**src/rtl/pwm3_pkg.sv**
```systemverilog
package pwm3_pkg;
  localparam int REG_ADDR_W = 3;
  localparam logic [REG_ADDR_W-1:0] ADDR_HALF    = 3'd0;
  localparam logic [REG_ADDR_W-1:0] ADDR_GUARD   = 3'd1;
  localparam logic [REG_ADDR_W-1:0] ADDR_DUTY0   = 3'd2;
  localparam logic [REG_ADDR_W-1:0] ADDR_IRQ_CLR = 3'd5;
endpackage

```
**src/rtl/pwm3_regs.sv**
```systemverilog
module pwm3_regs
  import pwm3_pkg::*;
#(
  parameter int PHASES = 3,
  parameter int CNT_W  = 16,
  parameter int DT_W   = 10
) (
  input  logic                          clk_i,
  input  logic                          rst_ni,
  input  logic                          wr_en_i,
  input  logic [REG_ADDR_W-1:0]         wr_addr_i,
  input  logic [CNT_W-1:0]              wr_data_i,
  input  logic                          load_i,
  output logic [CNT_W-1:0]              shd_half_o,
  output logic [CNT_W-1:0]              act_half_o,
  output logic [DT_W-1:0]               act_guard_o,
  output logic [PHASES-1:0][CNT_W-1:0]  act_duty_o,
  output logic                          irq_clr_o
);
  logic [CNT_W-1:0] shd_half_q, act_half_q;
  logic [DT_W-1:0]  shd_guard_q, act_guard_q;

  always_ff @(posedge clk_i or negedge rst_ni) begin
    if (!rst_ni) begin
      shd_half_q  <= '0;
      shd_guard_q <= '0;
    end else if (wr_en_i) begin
      if (wr_addr_i == ADDR_HALF)  shd_half_q  <= wr_data_i;
      if (wr_addr_i == ADDR_GUARD) shd_guard_q <= wr_data_i[DT_W-1:0];
    end
  end

  always_ff @(posedge clk_i or negedge rst_ni) begin
    if (!rst_ni) begin
      act_half_q  <= '0;
      act_guard_q <= '0;
    end else if (load_i) begin
      act_half_q  <= shd_half_q;
      act_guard_q <= shd_guard_q;
    end
  end

  for (genvar g = 0; g < PHASES; g++) begin : g_duty
    localparam logic [REG_ADDR_W-1:0] SEL = ADDR_DUTY0 + REG_ADDR_W'(g);
    logic [CNT_W-1:0] shd_q, act_q;
    always_ff @(posedge clk_i or negedge rst_ni) begin
      if (!rst_ni) begin
        shd_q <= '0;
        act_q <= '0;
      end else begin
        if (wr_en_i && wr_addr_i == SEL) shd_q <= wr_data_i;
        if (load_i) act_q <= shd_q;
      end
    end
    assign act_duty_o[g] = act_q;
  end

  assign shd_half_o  = shd_half_q;
  assign act_half_o  = act_half_q;
  assign act_guard_o = act_guard_q;
  assign irq_clr_o   = wr_en_i && (wr_addr_i == ADDR_IRQ_CLR);
endmodule

```
**src/rtl/pwm3_timebase.sv**
```systemverilog
module pwm3_timebase #(
  parameter int CNT_W = 16
) (
  input  logic             clk_i,
  input  logic             rst_ni,
  input  logic [CNT_W-1:0] act_half_i,
  output logic [CNT_W-1:0] cnt_o,
  output logic             running_o,
  output logic             load_o,
  output logic             zero_o
);
  logic [CNT_W-1:0] cnt_q, cnt_inc;
  logic             up_q;
  logic             running;

  assign running = act_half_i >= CNT_W'(2);
  assign cnt_inc = cnt_q + CNT_W'(1);
  // wrap on the last down step, or every clock while idle to pick up a legal period
  assign load_o  = !running || (!up_q && cnt_q == CNT_W'(1));

  always_ff @(posedge clk_i or negedge rst_ni) begin
    if (!rst_ni) begin
      cnt_q <= '0;
      up_q  <= 1'b1;
    end else if (load_o) begin
      cnt_q <= '0;
      up_q  <= 1'b1;
    end else if (up_q) begin
      cnt_q <= cnt_inc;
      if (cnt_inc == act_half_i) up_q <= 1'b0;
    end else begin
      cnt_q <= cnt_q - CNT_W'(1);
    end
  end

  assign cnt_o     = cnt_q;
  assign running_o = running;
  assign zero_o    = running && cnt_q == '0;
endmodule

```
**src/rtl/pwm3_deadband.sv**
```systemverilog
module pwm3_deadband #(
  parameter int HOLD_W = 11
) (
  input  logic              clk_i,
  input  logic              rst_ni,
  input  logic              raw_i,
  input  logic [HOLD_W-1:0] lim_i,
  output logic              gate_o
);
  logic [HOLD_W-1:0] hold_q;
  logic              gate_q;

  // hold_q: consecutive earlier clocks with raw_i high, saturating above any limit
  always_ff @(posedge clk_i or negedge rst_ni) begin
    if (!rst_ni) begin
      hold_q <= '0;
      gate_q <= 1'b0;
    end else begin
      gate_q <= raw_i && (hold_q >= lim_i);
      if (!raw_i)            hold_q <= '0;
      else if (hold_q != '1) hold_q <= hold_q + HOLD_W'(1);
    end
  end

  assign gate_o = gate_q;
endmodule

```
**src/rtl/pwm3_center.sv**
```systemverilog
module pwm3_center
  import pwm3_pkg::*;
#(
  parameter int PHASES = 3,
  parameter int CNT_W  = 16,
  parameter int DT_W   = 10
) (
  input  logic                  clk_i,
  input  logic                  rst_ni,
  input  logic                  wr_en_i,
  input  logic [REG_ADDR_W-1:0] wr_addr_i,
  input  logic [CNT_W-1:0]      wr_data_i,
  output logic [PHASES-1:0]     gate_hi_o,
  output logic [PHASES-1:0]     gate_lo_o,
  output logic                  sync_o,
  output logic                  sync_irq_o
);
  localparam int HOLD_W = DT_W + 1;

  logic [CNT_W-1:0]             shd_half, act_half, cnt;
  logic [DT_W-1:0]              act_guard;
  logic [PHASES-1:0][CNT_W-1:0] act_duty;
  logic                         running, load, at_zero, irq_clr;
  logic [HOLD_W-1:0]            guard_lim;
  logic [PHASES-1:0]            raw_hi, raw_lo;
  logic                         sync_q, irq_q;

  pwm3_regs #(.PHASES(PHASES), .CNT_W(CNT_W), .DT_W(DT_W)) u_regs (
    .clk_i, .rst_ni, .wr_en_i, .wr_addr_i, .wr_data_i,
    .load_i(load), .shd_half_o(shd_half), .act_half_o(act_half),
    .act_guard_o(act_guard), .act_duty_o(act_duty), .irq_clr_o(irq_clr)
  );

  pwm3_timebase #(.CNT_W(CNT_W)) u_tb (
    .clk_i, .rst_ni, .act_half_i(act_half),
    .cnt_o(cnt), .running_o(running), .load_o(load), .zero_o(at_zero)
  );

  assign guard_lim = {act_guard, 1'b0};

  for (genvar g = 0; g < PHASES; g++) begin : g_phase
    logic below;
    assign below     = cnt < act_duty[g];
    assign raw_hi[g] = running && below;
    assign raw_lo[g] = running && !below;

    pwm3_deadband #(.HOLD_W(HOLD_W)) u_db_hi (
      .clk_i, .rst_ni, .raw_i(raw_hi[g]), .lim_i(guard_lim), .gate_o(gate_hi_o[g])
    );
    pwm3_deadband #(.HOLD_W(HOLD_W)) u_db_lo (
      .clk_i, .rst_ni, .raw_i(raw_lo[g]), .lim_i(guard_lim), .gate_o(gate_lo_o[g])
    );
  end

  always_ff @(posedge clk_i or negedge rst_ni) begin
    if (!rst_ni) begin
      sync_q <= 1'b0;
      irq_q  <= 1'b0;
    end else begin
      sync_q <= at_zero;
      if (at_zero)      irq_q <= 1'b1;
      else if (irq_clr) irq_q <= 1'b0;
    end
  end

  assign sync_o     = sync_q;
  assign sync_irq_o = irq_q;
endmodule

```
**config.mk**
```make
export PLATFORM = sky130hd
export DESIGN_NAME = pwm3_center
export DESIGN_NICKNAME = d
export VERILOG_FILES = /design/src/rtl/pwm3_pkg.sv /design/src/rtl/pwm3_regs.sv /design/src/rtl/pwm3_timebase.sv /design/src/rtl/pwm3_deadband.sv /design/src/rtl/pwm3_center.sv
export SDC_FILE = /design/constraint.sdc
export NUM_CORES = 1
export LEC_CHECK = 0
export CORE_MARGIN = 8
export CORE_UTILIZATION = 25
export DETAILED_ROUTE_END_ITERATION = 7
export PLACE_DENSITY = 0.51
export REMOVE_ABC_BUFFERS = 1
export SYNTH_ARGS = -nofsm -noshare
export SYNTH_HDL_FRONTEND = slang
export SYNTH_SLANG_ARGS = --single-unit
```
**constraint.sdc**
```tcl
create_clock -name clk_i -period 2.5 [get_ports clk_i]
set_clock_uncertainty 0.2 [all_clocks]
set_input_delay 0.375 -clock clk_i [delete_from_list [all_inputs] [get_ports clk_i]]
set_output_delay 0.375 -clock clk_i [all_outputs]
set_load 0.01 [all_outputs]
```
Word-level counts from Yosys, hierarchy flattened

Cells that the tools add are included.
W data, S select, Z words.

Divide/modulo/power cells: 0
$lt $le $gt $ge: 10
Multipliers: 0
Bitwise gates (word level): 0
Equality and inequality tests: 19
Reduce and logical (&&, ||, !) cells: 29
Shift-type cells: 0
$add $sub $neg: 8
Mux-type cells: 19

Operators with widths:

| kind                    | count |
|---|---|
| $mux W11                | 12 |
| $add A11 B1 Y11 const B | 6 |
| $ge A11 B11 Y1          | 6 |
| $ne A11 B11 Y1 const B  | 6 |
| $lt A16 B16 Y1          | 3 |
| $mux W16                | 2 |
| $logic_and A1 B1 Y1     | 18 |
| $add A16 B1 Y16 const B | 1 |
| $eq A16 B1 Y1 const B   | 1 |
| $eq A16 B16 Y1          | 1 |
| $ge A16 B2 Y1 const B   | 1 |
| $logic_not A16 Y1       | 1 |
| $sub A16 B1 Y16 const B | 1 |
| $ne A2 B2 Y1 const B    | 6 |
| $eq A3 B2 Y1 const B    | 2 |
| $eq A3 B3 Y1 const B    | 2 |
| $logic_not A1 Y1        | 5 |
| $mux W1                 | 5 |
| $reduce_and A2 Y1       | 2 |
| $eq A3 B1 Y1 const B    | 1 |
| $logic_not A3 Y1        | 1 |
| $reduce_bool A2 Y1      | 1 |
| $logic_or A1 B1 Y1      | 1 |

Memory bits (read-only): 0
Bits in latches: 0
Register bits after elaboration: 239
Logic and storage cells: 111
Bits in writable memories: 0
Memories kept: 0
Output and inout port bits: 8
Input port bits: 22

Depth between registers and ports, before layout

Gate-level depths: netlist (run 1).

Depth after elaboration: 5
Depth in mapped cells: 9
Depth with buffers taken out: 8

Hierarchy

Synthesis (run 1) repeated with hierarchy kept, for this count alone.

Cells, all modules: 1292
Area, all modules: 13989.7 sq um

By module, submodules not included:

| module        | cells each | seq. area each (sq um) | area each (sq um) | times used |
|---|---|---|---|---|
| pwm3_deadband | 101        | 300.3                  | 930.9             | 6 |
| pwm3_regs     | 317        | 3703.6                 | 5540.3            | 1 |
| pwm3_timebase | 202        | 426.7                  | 1630.3            | 1 |
| pwm3_center   | 167        | 50.0                   | 1233.7            | 1 |

Worst setup path after synthesis (run 1)

No wires, ideal clock.

Kind: reg-to-reg
From: reg u_tb.cnt_q[9], in the netlist u_tb.cnt_o[9]
To: reg g_phase[0].u_db_hi.gate_q
Period minus slack after synthesis: 2.340 ns
Data required time: 2.222 ns
Cell stages (with the launch flop): 9
Slack: 0.160 ns
Path buffers: 1
Library setup time: 0.078 ns
Arrival time: 2.061 ns
Path through: dfrtp_1 ha_1 a21o_1 a21oi_1 o21ai_0 a221o_1 a311o_1 clkbuf_1 a21oi_1

Longest elaborated chain between the ends: 3

Ends and longest elaborated chain:

| what                     | RTL line            | text |
|---|---|---|
| start: declaration       | pwm3_timebase.sv:12 | `logic [CNT_W-1:0] cnt_q, cnt_inc;` |
| start signal: assignment | pwm3_timebase.sv:29 | `cnt_q <= cnt_inc;` |
| start signal: assignment | pwm3_timebase.sv:32 | `cnt_q <= cnt_q - CNT_W'(1);` |
| $lt A16 B16 Y1           | pwm3_center.sv:43   | `assign below = cnt < act_duty[g];` |
| $logic_and A1 B1 Y1      | pwm3_center.sv:44   | `assign raw_hi[g] = running && below;` |
| $logic_and A1 B1 Y1      | pwm3_deadband.sv:19 | `gate_q <= raw_i && (hold_q >= lim_i);` |
| end signal: assignment   | pwm3_deadband.sv:19 |  |
| end: declaration         | pwm3_deadband.sv:11 | `logic gate_q;` |

Every way passes these cells.
A chain may end at the register's enable or synchronous reset.

Final worst setup path (run 1)

From: reg u_tb.cnt_q[6], in the netlist u_tb.cnt_o[6]
To: reg g_phase[1].u_db_lo.hold_q[2]

Longest elaborated chain between the ends: 4
Elaborated cells between the ends (all ways): 5
Those cells by class: order compare: 1; eq/ne: 1; mux: 1; reduce/logical: 2

Ends and longest elaborated chain:

| what                                                             | RTL line            | text |
|---|---|---|
| $lt A16 B16 Y1 (*)                                               | pwm3_center.sv:43   |  |
| $logic_not A1 Y1 (*)                                             | pwm3_center.sv:45   | `assign raw_lo[g] = running && !below;` |
| $logic_and A1 B1 Y1 (*)                                          | pwm3_center.sv:45   |  |
| $ne A2 B2 Y1 (no source line) / $mux W11 (equally long branches) | n/a                 |  |
| end signal: assignment                                           | pwm3_deadband.sv:21 | `else if (hold_q != '1) hold_q <= hold_q + HOLD_W'(1);` |
| end: declaration                                                 | pwm3_deadband.sv:10 | `logic [HOLD_W-1:0] hold_q;` |

Every way passes the cells marked *; elsewhere a longest branch is shown, timed or not.

==> results of run 1 <==
==> layout make-up <==
cell class	count	area, um2
sequential	239	5990
tap	680	851
timing repair buffer	125	1380
clock buffer	36	769
fill	5347	35300
multi-input combinational	885	6600
inverter	79	297
clock inverter	13	109
==> registers in the layout (all words and copies together), names as in the netlist, 10 cells and up <==
register / cells
u_regs.g_duty.shd_q: 48
u_regs.shd_guard_q: 10
u_regs.act_half_o: 16
u_tb.cnt_o: 16
u_regs.g_duty.act_q: 48
u_regs.act_guard_o: 10
g_phase.u_db_lo.hold_q: 33
u_regs.shd_half_o: 16
g_phase.u_db_hi.hold_q: 33
==> worst min-delay path by stage <==
stage           start                           end  slack [ps]
6_report       rst_ni  g_phase[1].u_db_lo.hold_q[5]         160
5_1_grt        rst_ni  g_phase[1].u_db_lo.hold_q[5]         190
4_1_cts        rst_ni  g_phase[1].u_db_lo.hold_q[5]         150
3_3_place_gp   rst_ni  g_phase[1].u_db_lo.hold_q[3]         130
3_5_place_dp   rst_ni  g_phase[1].u_db_lo.hold_q[3]         130
2_1_floorplan  rst_ni     g_phase[0].u_db_hi.gate_o        -120
==> cell families after synthesis <==
group           share of synthesized area [%]
simple gates                             14.8
flops                                    46.1
compound gates                           10.0
buf+inv                                  4.72
fa+ha+maj                                11.1
mux                                      8.36
xor+xnor                                 4.99
==> Yosys cell counts (17+ instances only) <==
cell and count:
nand3_1 26, nor2_1 98, and3_1 21, nor3_1 36, a21oi_1 41, o21ai_0 59
dfrtp_1 238, ha_1 115, nand4_1 32, o21ai_1 30, a21o_1 17, xnor2_1 36
mux2_2 92, xor2_1 38, inv_1 79, nand2_1 97, nor4_1 18
==> stage by stage <==
stage               TNS [ps]  instances  util [%]  worst slack (ps)  instance area [um2]
global route            -978       2057      31.2             -76.0                16000
CTS                    -2.91       2038      30.3             -2.91                15500
finish                 -16.2       2057      31.2             -16.2                16000
floorplan            -197710       1203         -             -2340                12700
global placement       -1110       1987      28.4             -59.6                14600
detailed placement     -2950       1987      28.4             -93.7                14600
==> what timing repair did <==
action,4_1_cts,5_1_grt
setup buffers,1,10
pin swaps,2,10
endpoints found under the hold margin,214,0
hold buffers,1,0
resized for setup,15,40
gates cloned,0,9
setup endpoints to repair,79,86
==> report_power, final <==
group	switching [mW]	internal (mW)
clock	1.64	2.27
sequential	0.742	4.98
combinational	3.99	3.32
==> metal layers <==
metal	share of wire [%]	wire, um	vias up
met3	4.1	1380	50
met1	47	15800	4754
met2	46	15400	158
met4	2.3	782	0
li1	-	-	4650
met5	0	0	-
==> out/results.txt, run 1 <==
The run gives 14.6% as the global routing usage on met1. For this design the static power due to leakage is 7.05 nW. After detailed routing, the total wire length is 33.4 mm. Synthesis inferred 239 register bits. Share of post-route cells with drive strength above 1: 20.3%. The tree built by TritonCTS fans out to 239 sinks. The tools report the number of buffers created by CTS as 27.

The initial antenna violation count was 1. The worst register-to-register path ends at g_phase[1].u_db_lo.hold_q[2]. Of all cell types, the one taking the most synthesized area is dfrtp_1. For this block, the initial DRC count from the detailed router was 485. The data arrival time at the worst-slack endpoint came out at 2770 ps. The destination of the critical timing path is g_phase[1].u_db_lo.hold_q[2]. Setup repair after global routing could not meet its margin everywhere. Summed over all layers, the global routing overflow is 0. After synthesis, flip-flops and latches occupy 46.1% of the total area. The Yosys step of the flow raised 0 warnings. Traced cell by cell, the critical path runs through ha_1 > o21ai_0 > nand2b_1 > a21oi_2 > or4_4 > o31a_1 > buf_6 > buf_12 > nor3_2.

Of all nets on the critical path, the largest fanout is 6. The logs give 0 for the reported max-cap violation count and 0.0595 mm2 for the total die area. The most common library cell in the layout ignoring fill and taps was dfrtp_1. The tools report the cell at the root of the clock tree as clkbuf_16.

The run finished, with violations left. The power per cell area works out to 1060 mW/mm2. Kind of critical path: reg -> reg. The first detailed-routing pass took 5 iterations. TritonCTS built the clock tree. Synthesis produced 1254 cells.

Layer carrying the most global-route usage: met2. The routed wirelength normalized by instance count was 16.2 um. The number of enable flip-flop cells after synthesis works out to 0. Row generation in the floorplan step produced 83 rows.

The H-tree level count is 1. Across every metal layer, demand over resource in global routing totals 10.7%. The number of failing hold endpoints at the final stage was 0.

The class of the tightest hold or removal check was in -> async. Entering global routing, the biggest net connects 53 pins. The wire length of the first global-routing pass is 52.5 mm.

Headroom to the max-slew limit: 64.2%. Leaving out fill and tap cells, the most frequent cells in the layout are dfrtp_1 (235), ha_1 (114), nand2_1 (95), nor2_1 (89), mux2_2 (86). Port buffering added 29 buffers. The critical path starts at u_tb.cnt_o[6]. Clock-pin slew was measured on the worst setup and hold paths at 60 ps.

The number of nets with antenna violations after routing came out at 0. The I/O pin count came out at 30. The most used flip-flop cell after synthesis was dfrtp_1. The worst register-to-register path has a setup slack of -20 ps. Hold timing on the final database bottoms out at a slack of 155 ps. The tools report the type of destination of the critical path as a register.

The area growth from synthesis to layout is 23.1%. Worst-case reg-to-reg path depth: 9. The checks that failed: negative setup slack.

Averaged over all synthesized cells, the footprint is 10.4 um2. The vertical die dimension was 244 um; the required time of the critical path was 2750 ps. The number of library cell types mapped by synthesis was 62; the via count was 9612. The run gives 9510 as the number of global-route vias before repair. The critical path contains buffers and inverters numbering 2 combined. The final critical delay including setup and external delays works out to 2520 ps. In the routed layout, each cell is associated on average with a via count of 4.67. VDD sags by at most 0.498 mV. The slack of the critical path is -16.2 ps, and the number of setup violations in the final report is 1.

The repair_antennas step left the layout with diodes totalling 0. For met2 alone, demand over resource in global routing was 17.4%. For this run, the slowest stage of the critical path takes 560 ps. STA classifies the critical path startpoint as a register. The congestion estimate from routability-driven global placement came to 0.876. For the worst-skew pair, the clock arrives at the later sink with an insertion delay of 540 ps. The max-slew violation count was 0; the period utilization was 101%. The startpoint identified for the worst register-to-register timing path is u_tb.cnt_o[6]. The die is 244 um wide. The clock passes through at most 3 buffers.

Static timing analysis puts the maximum clock frequency at 397 MHz. In this design, the largest share of critical-path delay is due to simple AND/OR/NAND/NOR gates. At the pin with the least slew margin, the transition time is 534 ps.

The cell area that synthesis handed to floorplanning was 0.0130 mm2. Post-detailed-route DRC marker count: 0. The top cell type by area accounts for 45.9% of the synthesized area. The slowest stage cell on the critical path was or4_4.

Counting buffers and inverters, the worst setup path is 9 cells deep. The completed layout was analyzed and its total power is 16.9 mW. The run gives 25.3% as the effective utilization at floorplan. For met3 alone, demand over resource in global routing was 1.85%. In the final design database the tool counted 1494 nets. After legalization and detailed placement, the total HPWL measured 23.0 mm. Ranked by total cell area, the synthesized netlist is headed by dfrtp_1 (46%), ha_1 (11%), mux2_2 (8.0%), nor2_1 (2.8%), nand2_1 (2.8%). The fraction of registers with async set or reset after synthesis is 100%. The area of the core was 0.0513 mm2.
No activity file was read; power rests on OpenSTA's default activity.
==> run 2: changes to the inputs <==
--- a/config.mk
+++ b/config.mk
@@ -5,6 +5,7 @@
 export SDC_FILE = /design/constraint.sdc
 export NUM_CORES = 1
 export LEC_CHECK = 0
+export CAP_MARGIN = 10
 export CORE_MARGIN = 8
 export CORE_UTILIZATION = 25
 export DETAILED_ROUTE_END_ITERATION = 7
@@ -13,3 +14,4 @@
 export SYNTH_ARGS = -nofsm -noshare
 export SYNTH_HDL_FRONTEND = slang
 export SYNTH_SLANG_ARGS = --single-unit
+export TNS_END_PERCENT = 1
==> run 2 against run 1 <==
The flow still finishes with violations (negative setup slack). Worst hold slack hardly changed. Total power is 0.86% lower. Via count is 0.59% lower. Global-route usage hardly changed. Non-clock buffer count is 15 lower. Critical path depth is 1 higher. Cell area is 1.8% lower. Maximum frequency is 2.1% lower. Combinational power is 2% lower. Critical endpoint is now g_phase[2].u_db_lo.hold_q[3].
==> out/results.txt, run 2 (synthesis gave the netlist of run 1 again) <==
The number of detailed-routing iterations run before antenna repair was 4 (was 5). The effective utilization at floorplan is 25.3% (unchanged). The slew at the pin closest to its max-slew limit is 516 ps (was 534 ps), and the met3 layer usage reported by global route is 1.85% (unchanged). Share of post-route cells with drive strength above 1: 19.7% (was 20.3%).

Kind of critical path: reg -> reg (unchanged). For the worst hold slack after final layout, the log shows 155 ps (about the same). For the highest attainable clock frequency, the log shows 389 MHz (was 397 MHz).

Counting stages on the worst path, the most repeated cell is nor2_1. The worst-case reg-to-reg path depth came out at 10 (was 9). The reported max-cap violation count was 0 (unchanged).

The largest fanout of any net on the critical path works out to 6 (unchanged). The wire length of the first global-routing pass came out at 52.5 mm (about the same). The setup TNS after final layout was -664 ps (was -16.2 ps). For the number of setup violations in the final report, the log shows 14 (was 1).

Most frequent cells in the layout: dfrtp_1 (235), ha_1 (113), nand2_1 (94), mux2_2 (92), nor2_1 (87) (was dfrtp_1 (235), ha_1 (114), nand2_1 (95), nor2_1 (89), mux2_2 (86)). The run gives 30 (unchanged) as the I/O pin count. The worst-case register-to-register setup slack is -70 ps (was -20 ps). TritonCTS built the clock tree. The final critical delay including setup and external delays was 2570 ps (was 2520 ps); the number of antenna diodes was 0 (unchanged). The max-slew violation count was 0 (unchanged); the largest incremental delay on the critical path was 510 ps (was 560 ps). The initial antenna violation count is 1 (unchanged). Start of the worst register-to-register path: u_tb.cnt_o[6] (unchanged).

The type of destination of the critical path is a register (unchanged). The tools report the slack of the critical path as -69.6 ps (was -16.2 ps). Slowest stage cell on the critical path: or4_4 (unchanged). The register area is 0.00599 mm2 (unchanged).

The fill cell instance count of the final layout was 5392 (was 5347). Critical-path cell list: buf_4 > ha_4 > a21o_1 > a211o_1 > nor2_1 > or4_4 > o31a_1 > buf_6 > clkbuf_16 > nor2_1 (was ha_1 > o21ai_0 > nand2b_1 > a21oi_2 > or4_4 > o31a_1 > buf_6 > buf_12 > nor3_2). H-tree level count: 1 (unchanged).

The routed wirelength normalized by instance count was 15.8 um (was 16.2 um); the number of nets in the layout was 1479 (was 1494). The run gives -93.7 ps (unchanged) as the setup slack after placement. The family with the most delay on the worst path is simple AND/OR/NAND/NOR gates (unchanged).

The maximum root-to-sink buffer count came out at 3 (unchanged). For the total area of multi-input combinational cells, the log shows 0.00658 mm2 (was 0.00660 mm2). The cell at the root of the clock tree was clkbuf_16 (unchanged). The total of buffers placed on input and output ports is 29 (unchanged), and the growth of design area from synthesis to finish is 20.9% (was 23.1%). The die span in x is 244 um (unchanged). The run gives 0 (unchanged) as the number of nets with antenna violations after routing. The aggregate routed wire length was 32.3 mm (was 33.4 mm); the clock transition at the registers of the reported paths was 60 ps (about the same). The vertical die dimension came out at 244 um (unchanged).

The tools report the startpoint class of the critical path as a register (unchanged). Layer carrying the most global-route usage: met2 (unchanged). Reg-to-reg endpoint: g_phase[2].u_db_lo.hold_q[3] (was g_phase[1].u_db_lo.hold_q[2]).

Setup repair after global routing could not meet its margin everywhere. The run gives 53 (unchanged) as the largest net degree at the start of global routing. The placed wire-length estimate is 23.0 mm (unchanged). Class of the tightest hold or removal check: in -> async (unchanged).

The logs give 239 (unchanged) for the total number of clock tree sinks and 0.0595 mm2 (unchanged) for the total die area. Largest registers: u_regs.g_duty.act_q x48, u_regs.g_duty.shd_q x48 (unchanged). The power per cell area was 1070 mW/mm2 (was 1060 mW/mm2); the period utilization was 103% (was 101%).

For the headroom to the max-slew limit, the log shows 65.3% (was 64.2%). The run gives 540 ps (about the same) as the later-pin clock latency in the skew report. The logs give 0.0513 mm2 (unchanged) for the area of the core and 0.876 (unchanged) for the final weighted congestion in routability-driven placement. The tools report the number of DRC markers in iteration 0 as 558 (was 485).

The global routing usage on met2 was 17.4% (unchanged). The data arrival time at the worst-slack endpoint was 2840 ps (was 2770 ps); the leakage dissipation was 6.91 nW (was 7.05 nW). Global routing usage on met1: 14.6% (about the same). The via count came out at 9555 (was 9612). The required time of the critical path is 2770 ps (was 2750 ps).

The number of global-route vias before repair is 9509 (was 9510). Violations in the final reports: negative setup slack (unchanged). The most common library cell in the layout ignoring fill and taps was dfrtp_1 (unchanged). The number of failing hold endpoints at the final stage was 0 (unchanged). The tools report the number of buffers created by CTS as 27 (unchanged). The run finished, with violations left.

The logs give 0.492 mV (was 0.498 mV) for the maximum ir drop on the vdd rail and 10.7% (about the same) for the overall routing resource usage. The post-detailed-route DRC marker count came out at 0 (unchanged). The total congestion overflow was 0 (unchanged).

The number of vias per cell after detailed routing was 4.68 (was 4.67); the number of rows in the core area was 83 (unchanged). The combined buffer and inverter count along the critical path came out at 3 (was 2).
-- run 2: per-layer routing --
layer	vias to the layer above	routed length [um]
li1	4616	-
met1	4746	15400
met2	137	14800
met3	56	1290
met4	0	795
met5	-	0
-- run 2: final cells by class --
type                    count  share of cell area, %
flip-flops and latches    239                   38.1
clock inverters            13                  0.693
inverters                  79                   1.89
repair buffers            110                   7.11
clock buffers              36                   4.90
well taps                 680                   5.42
multi-input cells         885                   41.9
-- run 2: through the flow --
| stage | cells | total power [mW] | utilization (%) | cell area, um2 |
|---|---|---|---|---|
| after floorplan | 1203 | 10.1 | - | 12700 |
| after global placement | 1987 | 12.3 | 28.4 | 14600 |
| after detailed placement | 1987 | 12.5 | 28.4 | 14600 |
| after CTS | 2038 | 16.6 | 30.3 | 15500 |
| after global routing | 2042 | 18.1 | 30.6 | 15700 |
| final | 2042 | 16.8 | 30.6 | 15700 |
-- run 2: how the worst max path moves through the flow --
stage / start / end / slack, ps / cells after the start
after global routing: u_tb.cnt_o[6] / g_phase[2].u_db_lo.hold_q[7] / -120 / 10
after global placement: u_tb.cnt_o[12] / u_regs.g_duty[0].act_q[9] / -60 / 9
after CTS: u_tb.cnt_o[6] / g_phase[2].u_db_lo.gate_o / -20 / 9
final: u_tb.cnt_o[6] / g_phase[2].u_db_lo.hold_q[3] / -70 / 10
after floorplan: u_tb.cnt_o[9] / u_regs.act_guard_o[0] / -2340 / 5
after detailed placement: u_tb.cnt_o[12] / u_regs.g_duty[1].act_q[9] / -90 / 9
-- run 2: timing repair --
item,CTS,global route
hold endpoints to repair,214,0
cloned,0,1
pin swaps,1,6
setup buffers,1,3
resized for setup,14,33
hold buffers,1,0
setup endpoints to repair,79,86
-- run 2: power by group --
group	switching [mW]	leakage, nW	internal (mW)
logic	3.93	3.41	3.23
registers	0.743	3.07	4.98
clock network	1.64	0.436	2.27
